[src/rtl/conv_sched_pkg.sv]
package conv_sched_pkg;
    localparam int NCH  = 7;
    localparam int DW   = 16;
    localparam int TW   = 12;
    localparam int NCMP = 3;
    localparam int SELW = 3;
    localparam int IDXW = $clog2(NCMP);

    typedef enum logic [1:0] {ST_IDLE, ST_ISSUE, ST_WAIT} seq_st_e;
    typedef enum logic [1:0] {RATE_ONCE = 2'd0, RATE_CONT = 2'd1,
                              RATE_SEC = 2'd2, RATE_MIN = 2'd3} rate_e;

    typedef struct packed {
        logic [SELW-1:0] sel;
        logic [TW-1:0]   thr;
        logic            above;
    } cmp_cfg_t;

    function automatic logic [TW-1:0] thr_at_reset(input int k);
        case (k)
            0:       return 12'h232;
            1:       return 12'h389;
            default: return 12'h000;
        endcase
    endfunction

    function automatic logic [SELW-1:0] sel_at_reset(input int k);
        return (k == 1) ? 3'b010 : 3'b000;
    endfunction
endpackage

[src/rtl/cmp_cfg_regs.sv]
module cmp_cfg_regs
    import conv_sched_pkg::*;
(
    input  logic                       clk,
    input  logic                       rst_n,
    input  logic [IDXW-1:0]            cmp_idx,
    input  logic                       sel_we,
    input  logic                       thr_we,
    input  logic [SELW-1:0]            wr_sel,
    input  logic [TW-1:0]              wr_thr,
    input  logic                       wr_above,
    input  logic                       mask_we,
    input  logic [NCMP-1:0]            mask_wdata,
    output cmp_cfg_t [NCMP-1:0]        cfg,
    output logic [NCMP-1:0]            mask
);
    typedef struct packed {
        cmp_cfg_t [NCMP-1:0] cfg;
        logic [NCMP-1:0]     mask;
    } regs_t;

    function automatic regs_t regs_init();
        regs_t r;
        for (int k = 0; k < NCMP; k++) begin
            r.cfg[k].sel   = sel_at_reset(k);
            r.cfg[k].thr   = thr_at_reset(k);
            r.cfg[k].above = 1'b0;
            r.mask[k]      = (k < 2);
        end
        return r;
    endfunction

    localparam regs_t REGS_RST = regs_init();

    regs_t regs_d, regs_q;

    always_comb begin
        regs_d = regs_q;
        for (int k = 0; k < NCMP; k++) begin
            if (cmp_idx == IDXW'(k)) begin
                if (sel_we) regs_d.cfg[k].sel = wr_sel;
                if (thr_we) begin
                    regs_d.cfg[k].thr   = wr_thr;
                    regs_d.cfg[k].above = wr_above;
                end
            end
        end
        if (mask_we) regs_d.mask = mask_wdata;
    end

    always_ff @(posedge clk) begin
        if (!rst_n) regs_q <= REGS_RST;
        else        regs_q <= regs_d;
    end

    assign cfg  = regs_q.cfg;
    assign mask = regs_q.mask;
endmodule

[src/rtl/conv_seq.sv]
module conv_seq
    import conv_sched_pkg::*;
#(
    parameter int CYC_PER_SEC = 1000000,
    parameter int SEC_PER_MIN = 60
) (
    input  logic                      clk,
    input  logic                      rst_n,
    input  logic [NCH-1:0]            ch_en,
    input  logic                      start_set,
    input  logic [1:0]                rate_mode,
    input  logic                      conv_done,
    input  logic [DW-1:0]             conv_data,
    output logic                      conv_req,
    output logic [SELW-1:0]           conv_ch,
    output logic                      start_busy,
    output logic [NCH-1:0][DW-1:0]    results,
    output logic [NCH-1:0]            res_valid
);
    localparam int MIN_CYC = CYC_PER_SEC * SEC_PER_MIN;
    localparam int TMW     = $clog2(MIN_CYC + 1);
    localparam logic [TMW-1:0] SEC_LAST = TMW'(CYC_PER_SEC - 1);
    localparam logic [TMW-1:0] MIN_LAST = TMW'(MIN_CYC - 1);

    typedef struct packed {
        seq_st_e                st;
        logic [SELW-1:0]        ch;
        logic [NCH-1:0]         en_snap;
        logic                   start;
        logic [TMW-1:0]         tmr;
        logic                   pend;
        logic [NCH-1:0][DW-1:0] res;
        logic [NCH-1:0]         valid;
    } seq_t;

    seq_t q, d;

    // lowest enabled channel code above 'from', 0 when none is left
    function automatic logic [SELW-1:0] next_en(input logic [NCH-1:0] en,
                                                input logic [SELW-1:0] from);
        logic [SELW-1:0] r;
        r = '0;
        for (int c = NCH; c >= 1; c--) begin
            if (SELW'(c) > from && en[c-1]) r = SELW'(c);
        end
        return r;
    endfunction

    logic [SELW-1:0] nxt;
    logic [SELW-1:0] slot;
    logic [TMW-1:0]  tmr_last;
    logic            periodic;

    always_comb begin
        d        = q;
        nxt      = '0;
        slot     = q.ch - SELW'(1);
        periodic = (rate_mode == RATE_SEC) || (rate_mode == RATE_MIN);
        tmr_last = (rate_mode == RATE_MIN) ? MIN_LAST : SEC_LAST;

        if (start_set) d.start = 1'b1;

        case (q.st)
            ST_IDLE: begin
                if (q.start || rate_mode == RATE_CONT || q.pend) begin
                    d.en_snap = ch_en;
                    d.pend    = 1'b0;
                    nxt       = next_en(ch_en, '0);
                    if (nxt == '0) begin
                        d.start = 1'b0;
                    end else begin
                        d.ch = nxt;
                        d.st = ST_ISSUE;
                    end
                end
            end
            ST_ISSUE: d.st = ST_WAIT;
            ST_WAIT: begin
                if (conv_done) begin
                    d.res[slot]   = conv_data;
                    d.valid[slot] = 1'b1;
                    nxt = next_en(q.en_snap, q.ch);
                    if (nxt == '0) begin
                        d.st    = ST_IDLE;
                        d.start = 1'b0;
                    end else begin
                        d.ch = nxt;
                        d.st = ST_ISSUE;
                    end
                end
            end
            default: d.st = ST_IDLE;
        endcase

        // period timer runs last so a tick is never lost to a pass launch
        if (periodic) begin
            if (q.tmr >= tmr_last) begin
                d.tmr  = '0;
                d.pend = 1'b1;
            end else begin
                d.tmr = q.tmr + TMW'(1);
            end
        end else begin
            d.tmr  = '0;
            d.pend = 1'b0;
        end
    end

    always_ff @(posedge clk) begin
        if (!rst_n) begin
            q.st      <= ST_IDLE;
            q.ch      <= '0;
            q.en_snap <= '0;
            q.start   <= 1'b0;
            q.tmr     <= '0;
            q.pend    <= 1'b0;
            q.res     <= '0;
            q.valid   <= '0;
        end else begin
            q <= d;
        end
    end

    assign conv_req   = (q.st == ST_ISSUE);
    assign conv_ch    = q.ch;
    assign start_busy = q.start;
    assign results    = q.res;
    assign res_valid  = q.valid;


    req_pulse_chk: assert property (@(posedge clk) disable iff (!rst_n)
        conv_req |=> !conv_req);


    req_enabled_chk: assert property (@(posedge clk) disable iff (!rst_n)
        conv_req |-> (conv_ch != '0) && q.en_snap[conv_ch - SELW'(1)]);


    start_clear_chk: assert property (@(posedge clk) disable iff (!rst_n)
        $fell(start_busy) |-> q.st == ST_IDLE);


    tmr_range_chk: assert property (@(posedge clk) disable iff (!rst_n)
        q.tmr <= MIN_LAST);
endmodule

[src/rtl/alarm_unit.sv]
module alarm_unit
    import conv_sched_pkg::*;
#(
    parameter int IRQ_CYC = 8
) (
    input  logic                      clk,
    input  logic                      rst_n,
    input  logic [NCH-1:0][DW-1:0]    results,
    input  logic [NCH-1:0]            res_valid,
    input  cmp_cfg_t [NCMP-1:0]       cfg,
    input  logic [NCMP-1:0]           mask,
    input  logic                      flag_rd,
    output logic [NCMP-1:0]           cmp_status,
    output logic [NCMP-1:0]           cmp_flag,
    output logic                      irq_n
);
    localparam int CW = $clog2(IRQ_CYC + 1);

    typedef struct packed {
        logic [NCMP-1:0] status;
        logic [NCMP-1:0] flag;
        logic [CW-1:0]   cnt;
        logic            irq_n;
    } alarm_t;

    alarm_t q, d;
    logic [NCMP-1:0] met;
    logic [NCMP-1:0] newset;

    always_comb begin
        logic [SELW-1:0] idx;
        logic [TW-1:0]   v;
        d = q;
        for (int k = 0; k < NCMP; k++) begin
            met[k] = 1'b0;
            idx    = cfg[k].sel - SELW'(1);
            v      = results[idx][DW-1 -: TW];
            if (cfg[k].sel != '0 && res_valid[idx]) begin
                met[k] = cfg[k].above ? (v > cfg[k].thr) : (v < cfg[k].thr);
            end
        end
        newset   = met & ~q.status;
        d.status = met;
        d.flag   = (q.flag & ~{NCMP{flag_rd}}) | newset;
        if (|(newset & ~mask))      d.cnt = CW'(IRQ_CYC);
        else if (q.cnt != '0)       d.cnt = q.cnt - CW'(1);
        d.irq_n = (d.cnt == '0);
    end

    always_ff @(posedge clk) begin
        if (!rst_n) begin
            q.status <= '0;
            q.flag   <= '0;
            q.cnt    <= '0;
            q.irq_n  <= 1'b1;
        end else begin
            q <= d;
        end
    end

    assign cmp_status = q.status;
    assign cmp_flag   = q.flag;
    assign irq_n      = q.irq_n;

    for (genvar k = 0; k < NCMP; k++) begin : g_chk

        flag_rise_chk: assert property (@(posedge clk) disable iff (!rst_n)
            $rose(q.flag[k]) |-> $rose(q.status[k]));


        off_chk: assert property (@(posedge clk) disable iff (!rst_n)
            ($past(cfg[k].sel) == '0) |-> !q.status[k]);
    end


    irq_src_chk: assert property (@(posedge clk) disable iff (!rst_n)
        $fell(irq_n) |-> |(q.status & ~$past(q.status) & ~$past(mask)));
endmodule

[src/rtl/conv_scheduler.sv]
module conv_scheduler
    import conv_sched_pkg::*;
#(
    parameter int CYC_PER_SEC = 1000000,
    parameter int SEC_PER_MIN = 60,
    parameter int IRQ_CYC     = 8
) (
    input  logic                      clk,
    input  logic                      rst_n,
    input  logic [NCH-1:0]            ch_en,
    input  logic                      start_set,
    input  logic [1:0]                rate_mode,
    input  logic [IDXW-1:0]           cmp_idx,
    input  logic                      sel_we,
    input  logic                      thr_we,
    input  logic [SELW-1:0]           wr_sel,
    input  logic [TW-1:0]             wr_thr,
    input  logic                      wr_above,
    input  logic                      mask_we,
    input  logic [NCMP-1:0]           mask_wdata,
    output logic                      conv_req,
    output logic [SELW-1:0]           conv_ch,
    input  logic                      conv_done,
    input  logic [DW-1:0]             conv_data,
    output logic                      start_busy,
    output logic [NCH-1:0][DW-1:0]    results,
    output logic [NCMP-1:0]           cmp_status,
    output logic [NCMP-1:0]           cmp_flag,
    input  logic                      flag_rd,
    output logic                      irq_n
);
    cmp_cfg_t [NCMP-1:0] cfg;
    logic [NCMP-1:0]     mask;
    logic [NCH-1:0]      res_valid;

    cmp_cfg_regs u_cfg (
        .clk        (clk),
        .rst_n      (rst_n),
        .cmp_idx    (cmp_idx),
        .sel_we     (sel_we),
        .thr_we     (thr_we),
        .wr_sel     (wr_sel),
        .wr_thr     (wr_thr),
        .wr_above   (wr_above),
        .mask_we    (mask_we),
        .mask_wdata (mask_wdata),
        .cfg        (cfg),
        .mask       (mask)
    );

    conv_seq #(
        .CYC_PER_SEC (CYC_PER_SEC),
        .SEC_PER_MIN (SEC_PER_MIN)
    ) u_seq (
        .clk        (clk),
        .rst_n      (rst_n),
        .ch_en      (ch_en),
        .start_set  (start_set),
        .rate_mode  (rate_mode),
        .conv_done  (conv_done),
        .conv_data  (conv_data),
        .conv_req   (conv_req),
        .conv_ch    (conv_ch),
        .start_busy (start_busy),
        .results    (results),
        .res_valid  (res_valid)
    );

    alarm_unit #(
        .IRQ_CYC (IRQ_CYC)
    ) u_alarm (
        .clk        (clk),
        .rst_n      (rst_n),
        .results    (results),
        .res_valid  (res_valid),
        .cfg        (cfg),
        .mask       (mask),
        .flag_rd    (flag_rd),
        .cmp_status (cmp_status),
        .cmp_flag   (cmp_flag),
        .irq_n      (irq_n)
    );
endmodule

[config.mk]
export PLATFORM = sky130hd
export DESIGN_NAME = conv_scheduler
export DESIGN_NICKNAME = d
export VERILOG_FILES = /design/src/rtl/conv_sched_pkg.sv /design/src/rtl/cmp_cfg_regs.sv /design/src/rtl/conv_seq.sv /design/src/rtl/alarm_unit.sv /design/src/rtl/conv_scheduler.sv
export SDC_FILE = /design/constraint.sdc
export NUM_CORES = 1
export LEC_CHECK = 0
export ABC_AREA = 1
export CORE_MARGIN = 2
export CORE_UTILIZATION = 40
export CTS_BUF_LIST = sky130_fd_sc_hd__clkbuf_8
export CTS_CLUSTER_SIZE = 10
export DETAILED_ROUTE_END_ITERATION = 10
export GPL_TIMING_DRIVEN = 1
export PLACE_DENSITY = 0.63
export RECOVER_POWER = 25
export SETUP_SLACK_MARGIN = 0.02
export SYNTH_ARGS = -nofsm -noshare
export SYNTH_HDL_FRONTEND = slang
export SYNTH_SLANG_ARGS = --single-unit
[constraint.sdc]
create_clock -name clk -period 4.1 [get_ports clk]
set_input_delay 1.025 -clock clk [delete_from_list [all_inputs] [get_ports clk]]
set_output_delay 1.025 -clock clk [all_outputs]
set_load 0.1 [all_outputs]
==> results.cfg <==
[power]
power_density_nw_per_um2 = 379
flop_pwr_share = 0.410
ir_worst_vdd_mv = 0.264
cellInternalPower_w = 0.00375
netSwitchingFraction = 0.329
total_switching_power_w = 0.00184
standby_leakage_power_nw = 5.86
report.power.total_w = 0.00559
share_clk_of_total_power = 0.363
comb_power_share = 0.227

[finish]
top_library_cells_by_usage_in_the_layout_fill_and_taps_aside = o21ai_0, nor2_1, a21oi_1, dfxtp_1, inv_1
layout-area-overhead-vs-synth_pct = 14.9
instances_no_fill = 2273
design.final.nets = 1964
n_antenna_cell = 0
n_fill_cell = 3158
design_area_um2 = 14700
mostFrequentLayoutCell = o21ai_0
post_route_cells_drive_above_1_share = 0.0631

[timing]
finalSetupViolCount = 0
post-route-period-util = 0.881
clock-skew-final_ns = 0.0132
final.setup.tns_ns = 0
rsz0062_at_grt = false
report.final.slew_viol_count = 54
tightest_slew_ns = 2.13
final.setup.worst_slack_ns = 0.489
maxClockFrequency_ghz = 0.277
finalHoldViolCount = 0
slew_headroom = -0.417
post-route-min-period_ns = 3.61

[routing]
routed_wl_um = 39500
post-route-drc-count = 0
vias_per_cell = 5.34
first_iter_violations = 1013
wl_per_cell_um = 17.4
drt_first_pass_iters = 7
num_vias = 12100
antenna_violating_nets_left = 0

[floorplan]
initial_utilization = 0.406
die_area_um2 = 33500
floorplan_die_height_um = 183
core_area_um2 = 31600
die_width_um = 183
boundaryPins = 178
fp-row-count = 65

[setup_path]
path_max_fanout = 7
path_class = flip-flop to flip-flop
worst_ep_arrival_time_ns = 4.02
cp_cell_instances = clkinv_1 > ha_1 > nor2_1 > buf_4 > a21oi_1 > a32oi_1 > ha_1 > a21oi_1 > nand2_1 > nand2_1 > nand2_1 > nor2_1 > nor2_1 > nor2_1 > nand3_1 > nand3_1 > nor3_1
required_ns = 4.51
rr_worst_depth = 17
max_stage_delay_ns = 0.67
critical_path.slowest_cell = nor2_1
critical_path.most_common_cell = nor2_1
start_kind = flip-flop
timing.critical_path.to_type = flip-flop

[status]
failed_checks = max-capacitance violations, max-slew violations
outcome = finished with violations

[logic_synthesis]
synth_edf_count = 0
syn_area_per_cell_um2 = 7.03
synth_top_area_frac = 0.345
ys_dominant_reg_cell = dfxtp_1
synth.top_cells.by_area = dfxtp_1, o21ai_0, a21oi_1, buf_4, nor2_1
syn_nets = 1935
synth_seq_cells = 221
postSynth.asyncResetShare = 0
yosys.area.top_type = dfxtp_1
portion_of_the_post_synthesis_area_used_by_sequential_elements = 0.345
yosysUniqueCellTypes = 46
synth-warning-count = 0
netlist_instances = 1822
summed_instance_area_of_the_synthesized_netlist_um2 = 12800

[grt]
grt_antenna_before_repair = 2
global_router_s_overall_resource_usage = 0.230
maximum_number_of_pins_on_one_net_before_global_route_repair = 119
grt_pass1_vias = 11200
grt.overflow.total = 0
grt_first_pass_wirelength_um = 60900

[job]
max_capacitance_violation_count = 1

[clocking]
post_cts_buffers = 0
htree_num_levels = 2
clock_insertion_delay_worst_skew_ns = 0.54
clockRootBuffer = clkbuf_8
cts_sinks = 221
cts_hold_buffers_added = 0
clock_tree_from_tritoncts = done
clk_pin_slew_worst_paths_ns = 0.05
post_cts_resized = 0
cts_max_path_buffers = 3
numCtsBuffers = 40

[min_path]
whs_path_depth = 1
hold_path.class = flip-flop to flip-flop

[placed_design]
placer_congestion_estimate = 0.905
number_of_buffer_cells_added_on_primary_ports = 177
dp_hpwl_um = 28700
dp_worst_setup_slack_ns = 0.514
dpl_cell_area_um2 = 14000
placed_cells = 2211
[power by group through the flow]
stage | logic [W] | registers, W | clock network [W]
final | 0.00127 | 0.00229 | 0.00203
after global routing | 0.00141 | 0.00230 | 0.00217
after CTS | 0.00127 | 0.00229 | 0.00207
after detailed placement | 0.00126 | 0.00234 | 0
after global placement | 0.00123 | 0.00234 | 0
after floorplan | 0.000894 | 0.00236 | 0
[worst paths after layout]
check,startpoint,to,slack [ns]
worst max-delay path,u_cfg.cfg[45],u_alarm.q[3],0.49
worst min-delay path,u_seq.q[120],u_seq.q[120],0.46
worst max register to register,u_cfg.cfg[45],u_alarm.q[3],0.49
worst min register to register,u_seq.q[120],u_seq.q[120],0.46
[layer usage]
layer  share of wire  vias up  wire, µm  track usage
li1                -     6037         -            -
met1            0.41     5524     16000        0.273
met2            0.49      457     19200        0.402
met3           0.059      122      2340       0.0351
met4           0.048        4      1880        0.115
met5         0.00058        -        23            0
[kinds of logic after synthesis]
kind of cell,after synthesis,synth area share
buffers and inverters,413,0.159
AO/OA/AOI/OAI,579,0.248
XOR/XNOR,16,0.0109
flip-flops,221,0.345
AND/OR/NAND/NOR,534,0.179
adder cells (fa/ha/maj),59,0.0576
[layout make-up]
| cell class | instances | area (µm²) | share of cell area |
|---|---|---|---|
| multi-input cells | 1188 | 6360 | 0.432 |
| flip-flops and latches | 221 | 4430 | 0.301 |
| repair buffers | 197 | 1930 | 0.131 |
| inverters | 203 | 762 | 0.0517 |
| clock buffers | 48 | 661 | 0.0449 |
| well taps | 402 | 503 | 0.0342 |
| clock inverters | 14 | 85.1 | 0.00578 |
[per-stage QoR]
stage	hold WS, ns	util
final	0.456	0.467
after global placement	0.434	0.443
after global routing	0.467	0.467
after CTS	0.461	0.467
after detailed placement	0.452	0.443
after floorplan	0.418	-
[worst max-delay path, delay by kind of cell, from the launching register on]
family	cells	cell delay [ns]
AO/OA/AOI/OAI	3	0.52
flip-flops	1	0.32
buffers and inverters	2	0.37
adder cells (fa/ha/maj)	2	0.64
AND/OR/NAND/NOR	10	1.65
[registers in the layout, indices dropped and copies added, names as in the netlist]
signal and count:
u_seq.results 112, u_cfg.cfg 48, u_seq.q 36, u_seq.res_valid 7
u_alarm.q 4, u_alarm.cmp_flag 3, u_alarm.cmp_status 3, u_cfg.mask 3
u_seq.conv_ch 3, u_alarm.irq_n 1, u_seq.start_busy 1
[Yosys cell counts (2+ instances only)]
cell      instances
nor3_2            2
a32o_1            3
buf_6             2
a32oi_1          33
nor3_1           17
or2_1             2
clkbuf_1         73
o22ai_1           2
nor2_1          238
nand3_1          41
inv_1           188
buf_1             5
buf_2             7
xor2_1           11
nor2_2            5
nand4_1          19
o211ai_1         42
inv_2            11
o21ai_0         249
nand3_2           2
buf_4           123
o31ai_1           2
nand2_1         186
a21o_1            2
xnor2_1           5
o21bai_1          4
a21oi_1         236
nor3_4            2
dfxtp_1         221
nand2_2           5
clkinv_1          4
ha_1             59
nor2_4            8
No activity file was read; power rests on OpenSTA's default activity.
